--- src/rtl/isa_win_pkg.sv ---
package isa_win_pkg;
    parameter int BYTE_W = 8;

    typedef struct packed {
        logic [BYTE_W-1:0] io_base;
        logic [BYTE_W-1:0] ram_cfg;
        logic              act;
    } cfg_state_t;

    localparam int BLK_W = 7;   // address bits 19..13, 8 KB granularity
    localparam logic [1:0] WIN_TOP_FIXED = 2'b11;
endpackage

--- src/rtl/isa_win_regs.sv ---
module isa_win_regs
    import isa_win_pkg::*;
#(
    parameter logic [BYTE_W-1:0] IO_RST  = 8'h08,
    parameter logic [BYTE_W-1:0] RAM_RST = 8'h04
) (
    input  logic              clk,
    input  logic              rst_n,
    input  logic              wr,
    input  logic              sel,
    input  logic [BYTE_W-1:0] wdata,
    input  logic              activate,
    output logic [BYTE_W-1:0] io_base,
    output logic [BYTE_W-1:0] ram_cfg,
    output logic              act,
    output logic [BYTE_W-1:0] rdata
);
    localparam cfg_state_t RST_STATE = '{io_base: IO_RST, ram_cfg: RAM_RST, act: 1'b0};

    cfg_state_t st_d, st_q;

    always_comb begin
        st_d = st_q;
        if (wr) begin
            if (sel) st_d.ram_cfg = wdata;
            else     st_d.io_base = wdata;
        end
        if (activate) st_d.act = 1'b1;
    end

    always_ff @(posedge clk or negedge rst_n) begin
        if (!rst_n) st_q <= RST_STATE;
        else        st_q <= st_d;
    end

    assign io_base = st_q.io_base;
    assign ram_cfg = st_q.ram_cfg;
    assign act     = st_q.act;
    assign rdata   = sel ? st_q.ram_cfg : st_q.io_base;

    assert_io_write_R2: assert property (@(posedge clk) disable iff (!rst_n)
        (wr && !sel) |=> io_base == $past(wdata));
    assert_ram_write_R2: assert property (@(posedge clk) disable iff (!rst_n)
        (wr && sel) |=> ram_cfg == $past(wdata));
    assert_act_sticky_R5: assert property (@(posedge clk) disable iff (!rst_n)
        act |=> act);
endmodule

--- src/rtl/isa_io_match.sv ---
module isa_io_match #(
    parameter int HI_W = 3,
    parameter int LO_W = 4
) (
    input  logic            clk,
    input  logic            rst_n,
    input  logic            en,
    input  logic [HI_W-1:0] base_hi,
    input  logic [LO_W-1:0] base_lo,
    input  logic [HI_W-1:0] addr_hi,
    input  logic [LO_W-1:0] addr_lo,
    input  logic            ior,
    input  logic            iow,
    input  logic            aen,
    output logic            io_sel
);
    localparam int NBITS = HI_W + LO_W;

    logic [NBITS-1:0] bit_eq;

    for (genvar i = 0; i < NBITS; i++) begin : g_cmp
        if (i < LO_W) begin : g_lo
            assign bit_eq[i] = (addr_lo[i] == base_lo[i]);
        end else begin : g_hi
            assign bit_eq[i] = (addr_hi[i-LO_W] == base_hi[i-LO_W]);
        end
    end

    always_comb begin
        io_sel = en && (ior || iow) && !aen && (&bit_eq);
    end

    assert_io_qual_R3: assert property (@(posedge clk) disable iff (!rst_n)
        io_sel |-> ((ior || iow) && !aen));
    assert_io_addr_R4: assert property (@(posedge clk) disable iff (!rst_n)
        io_sel |-> (addr_hi == base_hi && addr_lo == base_lo));
endmodule

--- src/rtl/isa_mem_match.sv ---
module isa_mem_match
    import isa_win_pkg::*;
(
    input  logic              clk,
    input  logic              rst_n,
    input  logic              en,
    input  logic [BYTE_W-1:0] ram_cfg,
    input  logic [3:0]        addr_top,
    input  logic [BLK_W-1:0]  addr_blk,
    input  logic              memr,
    input  logic              memw,
    output logic              mem_sel
);
    logic [BLK_W-1:0] base_blk;
    logic [BLK_W:0]   span, limit;
    logic             above, below, top_ok;

    always_comb begin
        base_blk = {WIN_TOP_FIXED, ram_cfg[6], ram_cfg[3:0]};
        span     = (BLK_W+1)'(1) << ram_cfg[5:4];
        limit    = {1'b0, base_blk} + span;   // one extra bit: no wrap
        above    = addr_blk >= base_blk;
        below    = {1'b0, addr_blk} < limit;
        top_ok   = ram_cfg[7] ? (addr_top == 4'hF) : (addr_top == 4'h0);
        mem_sel  = en && (memr || memw) && above && below && top_ok;
    end

    assert_mem_strobe_R9: assert property (@(posedge clk) disable iff (!rst_n)
        mem_sel |-> (memr || memw));
    assert_mem_top_R8: assert property (@(posedge clk) disable iff (!rst_n)
        mem_sel |-> (addr_top == {4{ram_cfg[7]}}));
    assert_mem_floor_R6: assert property (@(posedge clk) disable iff (!rst_n)
        mem_sel |-> (addr_blk[6:5] == 2'b11));
endmodule

--- src/rtl/isa_win_decode.sv ---
module isa_win_decode
    import isa_win_pkg::*;
#(
    parameter int              ADDR_W  = 24,
    parameter logic [7:0]      IO_RST  = 8'h08,
    parameter logic [7:0]      RAM_RST = 8'h04
) (
    input  logic              clk,
    input  logic              rst_n,
    input  logic              reg_wr,
    input  logic              reg_sel,
    input  logic [7:0]        reg_wdata,
    output logic [7:0]        reg_rdata,
    input  logic              pnp_activate,
    input  logic [ADDR_W-1:0] host_addr,
    input  logic              host_ior,
    input  logic              host_iow,
    input  logic              host_aen,
    input  logic              host_memr,
    input  logic              host_memw,
    output logic              io_sel,
    output logic              mem_sel
);
    logic [7:0] io_base, ram_cfg;
    logic       act, dec_en;
    logic       unused_addr;

    assign unused_addr = ^{host_addr[12:9], host_addr[4:0]};

    isa_win_regs #(.IO_RST(IO_RST), .RAM_RST(RAM_RST)) u_regs (
        .clk(clk), .rst_n(rst_n), .wr(reg_wr), .sel(reg_sel), .wdata(reg_wdata),
        .activate(pnp_activate), .io_base(io_base), .ram_cfg(ram_cfg),
        .act(act), .rdata(reg_rdata)
    );

    assign dec_en = io_base[0] | act;

    isa_io_match #(.HI_W(3), .LO_W(4)) u_io (
        .clk(clk), .rst_n(rst_n), .en(dec_en),
        .base_hi(io_base[7:5]), .base_lo(io_base[4:1]),
        .addr_hi(host_addr[15:13]), .addr_lo(host_addr[8:5]),
        .ior(host_ior), .iow(host_iow), .aen(host_aen), .io_sel(io_sel)
    );

    isa_mem_match u_mem (
        .clk(clk), .rst_n(rst_n), .en(dec_en), .ram_cfg(ram_cfg),
        .addr_top(host_addr[23:20]), .addr_blk(host_addr[19:13]),
        .memr(host_memr), .memw(host_memw), .mem_sel(mem_sel)
    );

    assert_enable_R5: assert property (@(posedge clk) disable iff (!rst_n)
        (io_sel || mem_sel) |-> (io_base[0] || act));
endmodule

--- config.mk ---
export PLATFORM = sky130hd
export DESIGN_NAME = isa_win_decode
export DESIGN_NICKNAME = d
export VERILOG_FILES = /design/src/rtl/isa_win_pkg.sv /design/src/rtl/isa_win_regs.sv /design/src/rtl/isa_io_match.sv /design/src/rtl/isa_mem_match.sv /design/src/rtl/isa_win_decode.sv
export SDC_FILE = /design/constraint.sdc
export NUM_CORES = 1
export LEC_CHECK = 0
export BUFFER_PORTS_ARGS = -buffer_cell sky130_fd_sc_hd__buf_2
export CORE_MARGIN = 10
export CORE_UTILIZATION = 50
export DETAILED_ROUTE_END_ITERATION = 8
export PLACE_DENSITY = 0.93
export SYNTH_ARGS = -nofsm -noshare
export SYNTH_HDL_FRONTEND = slang
export SYNTH_SLANG_ARGS = --single-unit
--- constraint.sdc ---
create_clock -name clk -period 7.65 [get_ports clk]
set_input_delay 0.765 -clock clk [delete_from_list [all_inputs] [get_ports clk]]
set_output_delay 0.765 -clock clk [all_outputs]
set_load 0.01 [all_outputs]
Word-level counts from Yosys, hierarchy flattened
Cells that the tools add are included.
{ "word_totals": {"regBits": 17, "out_inout_bits": 10, "elab_cells": 33} }
{ "classes": {"n_addsub": 1, "magnitude_cmp": 2, "n_eq_ne": 8, "shift": 1, "muxes": 2, "bitwise_logic": 2, "reduce_logical": 14} }
{ "op_table": {"columns": ["cell", "count"], "rows": [
  ["$add A7 B8 Y8", 1],
  ["$lt A7 B8 Y1", 1],
  ["$mux W8", 1],
  ["$shl A1 B2 Y8 const A", 1],
  ["$eq A1 B1 Y1", 7],
  ["$ge A7 B7 Y1", 1],
  ["$logic_and A1 B1 Y1", 7],
  ["$reduce_and A7 Y1", 1],
  ["$eq A4 B4 Y1 const B", 1],
  ["$logic_not A4 Y1", 1],
  ["$reduce_and A2 Y1", 2],
  ["$logic_or A1 B1 Y1", 2],
  ["$logic_not A1 Y1", 1],
  ["$mux W1", 1],
  ["$not A1 Y1", 1],
  ["$or A1 B1 Y1", 1]
]} }

Depth between registers and ports, before layout
Gate-level depths: netlist (run 1).
{ "depth": {"depth_word": 5, "mapped_depth": 12, "depth_no_buf": 12} }

Hierarchy
Synthesis (run 1) repeated with hierarchy kept, for this count alone.
{ "hier_totals": {"cells_unflattened": 122, "hier_area_um2": 1343.8} }
{ "modules_own_cells": {"columns": ["mod", "instances", "cells_per_inst", "area_per_inst_um2", "seq_area_each_um2"], "rows": [
  ["isa_win_regs", 1, 46, 780.7, 427.9],
  ["isa_mem_match", 1, 64, 464.2, 0.0],
  ["isa_io_match", 1, 11, 92.6, 0.0],
  ["isa_win_decode", 1, 1, 6.3, 0.0]
]} }

Worst setup path before layout (run 1)
OpenSTA, ideal clock, no wires.
{ "synth_path": {"kind": "reg-to-output", "start": "register u_regs.st_q (netlist bit u_regs.ram_cfg[4])", "end": "output port mem_sel", "arrival_ps": 2362, "required_time_ps": 6885, "setup_slack_ps": 4523, "path_stages_with_launch": 13, "n_path_buf": 0, "path_cell_list": "dfrtp_1 -> nor2_1 -> ha_1 -> fa_1 -> nand2_1 -> nand2_1 -> a21oi_1 -> xnor2_1 -> ha_1 -> a211o_1 -> a31oi_1 -> o21ai_0 -> a221oi_2"} }
{ "synth_between": {"elab_chain_cells": 5} }
{ "synth_rtl": {"columns": ["item", "line_no", "source"], "rows": [
  ["from (decl)", "isa_win_regs.sv:20", "cfg_state_t st_d, st_q;"],
  ["from (signal assigned)", "isa_win_regs.sv:33", "else st_q <= st_d;"],
  ["$shl A1 B2 Y8", "isa_mem_match.sv:20", "span = (BLK_W+1)'(1) << ram_cfg[5:4];"],
  ["$add A7 B8 Y8", "isa_mem_match.sv:21", "limit = {1'b0, base_blk} + span;"],
  ["$lt A7 B8 Y1", "isa_mem_match.sv:23", "below = {1'b0, addr_blk} < limit;"],
  ["$logic_and A1 B1 Y1 (2 in series)", "isa_mem_match.sv:25", "mem_sel = en && (memr || memw) && above && below && top_ok;"],
  ["to (decl)", "isa_win_decode.sv:22", "output logic mem_sel"]
]} }
Every way passes these cells.

Final worst setup path (run 1)
Ends and elaborated chain as after synthesis.

==> results.ini, run 1 <==
[synth]
synth_ff_type=dfrtp_1
mappedNetlistNets=177
synth-edff-count=0
synth_top_family_by_area=multiplexers
async_flop_share=1.00
synth_commonest_cells=24 x mux2_2, 15 x dfrtp_1, 15 x ha_1
synth-seq-cells=17
yosys_warn_count=0
synth_top_cells_by_area=dfrtp_1 29%, mux2_2 21%, ha_1 15%
yosys.area_share.simple=0.100
synth-compound-area-share=0.0859
synth_most_common_cell=mux2_2
synth.mux.area_fraction=0.219
post-synth-top-area-cell=dfrtp_1
yosys.area_share.xor_xnor=0.0683
top_cell_type_s_share_of_synthesized_area=0.293
synth_fa_ha_area_frac=0.162
gate_count_after_technology_mapping=119
syn-cell-area_um2=1280
synth.distinct_cells=28
avgSynthCellArea_um2=10.8
ys_seq_area_frac=0.334

[floorplanning]
fp.coreArea_um2=2450
floorplan.initialDensity=0.522
ioPinCount=52
std_cell_rows=18
dieArea_um2=4990
floorplan.die.width_um=70.6
chipHeight_um=70.6

[sta]
transition_time_at_the_pin_with_the_least_slew_margin_ps=732
worst_clock_skew_ps=0
final-max-slew-violation-count=0
finalCriticalPeriod_ps=3750
hold_violations=0
rsz_0062_raised_after_global_routing=false
maxClockFrequency_mhz=267
maxSlewHeadroom=0.511
layout_worst_path_cycle_share=0.490
post-route-worst-setup-slack_ps=3900
final_setup_tns_ps=0
setup_viol=0
fin_hold_ws_ps=368

[global_route]
grt_max_degree=18
grt_antenna_before_repair=0
first_global_vias=1298
global_route.usage.total=0.144
grt_pass1_wl_mm=5.93
grt-ovfl-total=0

[setup_path]
timing.critical_path.required_ps=6880
crit_fanout=6
critical_path_class=reg2out
crit_path_start_kind=flip-flop
critPathArrivalTime_ps=2980
setup.worst_path.end_class=output port

[status]
status=finished clean

[job]
max_cap_violations=0

[route]
route.detailed.drc=0
violation_count_after_the_first_detailed_route_iteration=26
routed_via_density=5.71
antenna_left=0
wl_per_cell_um=18.5
number_of_iterations_in_the_first_detailed_routing_pass=5
finalWirelength_mm=3.58
route.vias.total=1102

[placement]
dp_hpwl_mm=2.92
routabilityCongestion=0.830
pre_cts_ws_ps=4260
port_buffers=42

[worst_hold_path]
min-delay-path-class=in2async

[clock_network]
cts_made_buffers=3
clk_path_buf_depth=2
cts-hold-fix-buffers=0
root_buffer=clkbuf_4
clock_tree.htree_level_count=1
clock_latency_ps=300
cts_num_sinks=17
clk_pin_slew_ps=100
cts_post_setup_buffers_inserted=0
tritoncts=done
post_cts_resized=0

[pwr]
largest_voltage_drop_on_the_vdd_net_mv=0.169
p_per_area_nw_per_um2=191
p_leak_uw=0.000754
totalPowerFinal_uw=295

[finish]
syn2layout_area_growth_pct=20.6
fill_cells=181
nNetsFinal=222
layout-drive-gt1-share=0.448
insertedDiodeCount=0

==> sequential cells by signal, summed over array words and instances, names as in the netlist <==
register and count:
u_regs.io_base 8, u_regs.ram_cfg 8, u_regs.act 1
==> where the power goes <==
group          switching [uW]  internal [uW]
Sequential               15.0            104
Combinational            62.8           64.3
Clock                    29.1           20.3
Total                     107            188
==> path summary, 6_finish.rpt <==
kind                                   start  cells past startpoint                end  slack [ps]
max in group asynchronous              rst_n                      1  u_regs.ram_cfg[2]        6970
max                        u_regs.ram_cfg[4]                     10            mem_sel        3900
min in group clk                  u_regs.act                      1         u_regs.act         520
max reg2reg                u_regs.ram_cfg[1]                      1  u_regs.ram_cfg[1]        6800
min                                    rst_n                      1  u_regs.io_base[4]         370
min reg2reg                       u_regs.act                      1         u_regs.act         520
==> through the flow <==
stage	instance area (um^2)	instances	util
detailed placement	1520	189	0.619
floorplan	1280	119	-
global placement	1520	189	0.619
global route	1550	193	0.630
finish	1550	193	0.630
CTS	1550	193	0.630
==> routing by layer <==
| metal | track usage | up-vias | share of wire |
|---|---|---|---|
| li1 | - | 517 | - |
| met5 | 0 | - | 0 |
| met2 | 0.276 | 50 | 0.53 |
| met4 | 0.0774 | 0 | 0.034 |
| met3 | 0.0279 | 11 | 0.046 |
| met1 | 0.142 | 524 | 0.39 |
==> placed cells by master (no fill, tap or decap), drive strengths merged, types with 3 or more instances in the layout <==
master and count:
a21oi 4, buf 42, clkbuf 4, dfrtp 15, ha 15, inv 8, mux2 24, nand2 5
nand3 5, nor2 4, nor2b 4, o21ai 3, xnor2 10
==> cell type report <==
type / instances / area (um^2) / share of cell area
sequential: 17 / 428 / 0.277
tap: 30 / 37.5 / 0.0243
multi-input combinational: 92 / 815 / 0.527
inverter: 8 / 30.0 / 0.0194
timing repair buffer: 42 / 210 / 0.136
clock buffer: 4 / 26.3 / 0.0170
==> worst max-delay path: stages (launching register included) <==
cell	delay [ps]
dfrtp_1	440
nor2b_1	280
ha_1	290
a21oi_1	280
o211ai_1	180
ha_1	330
a211o_1	260
a31oi_1	130
o21ai_0	120
a221oi_2	210
buf_2	160
==> cells by family after synthesis <==
logic type,count (synthesis)
flip-flops,17
buffers and inverters,10
adder cells (fa/ha/maj),16
AO/OA/AOI/OAI,16
XOR/XNOR,10
AND/OR/NAND/NOR,25
multiplexers,25
Power figures use the tool's default switching activity.
==> run 2, diff against run 1 <==
CORE_UTILIZATION = 43   (was 50)
PLACE_DENSITY = 0.86   (was 0.93)
clock period = 3.3 ns   (was 7.65 ns; I/O delays follow)
==> run 2 against run 1 <==
Against the previous run:
- die area increased by 12%
- critical path type unchanged
- critical path depth grew 3
- first-iteration DRC count is 15% lower
==> results.ini, run 2 (synthesized netlist as in run 1, its figures left out) <==
[status]
status=finished clean

[global_route]
grt_pass1_wl_mm=5.38
global_route.usage.total=0.123
first_global_vias=1189
grt_antenna_before_repair=0
groute.layer.met1.usage=0.136
grt_util_met2=0.223
globalRoute.busiestLayer=met2
grt-ovfl-total=0
globalRouteMet3Util=0.0223
grt_max_degree=18

[floorplanning]
ioPinCount=52
std_cell_rows=19
chipHeight_um=74.6
floorplan.initialDensity=0.457
dieArea_um2=5570
floorplan.die.width_um=74.6
fp.coreArea_um2=2810

[setup_path]
worstPathCellList=buf_6 -> nor2b_1 -> ha_1 -> nand2_1 -> nand2_2 -> a21oi_2 -> xnor2_1 -> ha_1 -> a211o_1 -> a31oi_1 -> o21ai_1 -> a221oi_2 -> buf_2
most_prevalent_standard_cell_on_the_critical_path=ha_1
setup.worst_path.end_class=output port
timing.critical_path.required_ps=2970
worst_path_max_delay_cell=dfrtp_2
critPathArrivalTime_ps=2930
reg2regPathDepth=2
path_depth=13
crit_fanout=4
cp_top_family=compound AO/OA/AOI/OAI gates
crit_buf_inv=2
crit_path_start_kind=flip-flop
critical_path_class=reg2out
cpPeakStageDelay_ps=460

[clock_network]
clock_tree.htree_level_count=1
cts_made_buffers=3
clk_pin_slew_ps=90
clock_latency_ps=290
clk_path_buf_depth=2
tritoncts=done
cts_num_sinks=17
root_buffer=clkbuf_4

[route]
number_of_iterations_in_the_first_detailed_routing_pass=4
violation_count_after_the_first_detailed_route_iteration=22
antenna_left=0
finalWirelength_mm=3.49
route.vias.total=1093
wl_per_cell_um=17.6
route.detailed.drc=0
routed_via_density=5.49

[sta]
fin_hold_ws_ps=216
rsz_0062_raised_after_global_routing=true
maxSlewHeadroom=0.499
final-max-slew-violation-count=0
layout_worst_path_cycle_share=0.987
transition_time_at_the_pin_with_the_least_slew_margin_ps=750
worst_clock_skew_ps=0
setup_viol=0
hold_violations=0
final_setup_tns_ps=0
finalCriticalPeriod_ps=3260
maxClockFrequency_mhz=307

[worst_hold_path]
worstHoldPathCells=2
min-delay-path-class=in2reg

[finish]
nNetsFinal=227
layout_commonest_cell=buf_2
syn2layout_area_growth_pct=25.5
final-seq-area_um2=429
area_taken_by_multi_input_logic_gates_um2=831
post_layout_nonfiller_instances=199
most_frequent_cells_in_the_layout=42 x buf_2, 24 x mux2_2, 14 x ha_1, 14 x dfrtp_1, 10 x xnor2_1
layout-drive-gt1-share=0.500
insertedDiodeCount=0
fill_cells=237

[pwr]
largest_voltage_drop_on_the_vdd_net_mv=0.306
p_per_area_nw_per_um2=435
p_leak_uw=0.000777

[placement]
dp_cells=190
port_buffers=42
dp_hpwl_mm=2.73
routabilityCongestion=0.847

[job]
max_cap_violations=0

-- run 2: cell count changes in the layout (fill, tap and decap cells not counted), sizes merged --
cell / change
buf: +4
dlygate4sd3: +1
-- run 2: final cells by class --
class / instances / share of cell area
flip-flops and latches: 17 / 0.267
repair buffers: 47 / 0.158
clock buffers: 4 / 0.0163
well taps: 31 / 0.0241
inverters: 8 / 0.0187
multi-input cells: 92 / 0.516
-- run 2: repair_timing --
action / CTS / global route
endpoints found under the setup margin: 1 / 1
pin swaps: 0 / 3
resized for setup: 1 / 8
setup buffers: 1 / 3
cloned: 0 / 0
endpoints found under the hold margin: 15 / 0
hold buffers: 1 / 0
-- run 2: metrics by stage --
| stage | instance area, um^2 | total power, uW | util | setup slack [ps] |
|---|---|---|---|---|
| global placement | 1520 | 540 | 0.542 | 403 |
| global route | 1610 | 746 | 0.574 | -74.9 |
| CTS | 1570 | 684 | 0.559 | 16.0 |
| floorplan | 1280 | 469 | - | 608 |
| finish | 1610 | 700 | 0.574 | 44.2 |
| detailed placement | 1520 | 565 | 0.542 | 274 |
-- run 2: final timing paths --
| check | end | start | slack (ps) |
|---|---|---|---|
| worst min-delay path | u_regs.act | pnp_activate | 220 |
| min in group asynchronous | u_regs.io_base[2] | rst_n | 480 |
| worst max-delay path | mem_sel | u_regs.ram_cfg[5] | 40 |
| max in group asynchronous | u_regs.io_base[3] | rst_n | 2500 |
| worst min register to register | u_regs.act | u_regs.act | 510 |
| worst max register to register | u_regs.ram_cfg[4] | u_regs.ram_cfg[4] | 2330 |
-- run 2: power breakdown --
part           switching (uW)  total [uW]  internal, uW
registers                36.5         277           241
logic                     148         310           163
clock network            65.7         113          47.1
-- run 2: metal layers --
metal	share of wire	vias to the layer above
met4	0.020	0
met1	0.41	527
met2	0.54	32
met5	0	-
li1	-	527
met3	0.033	7
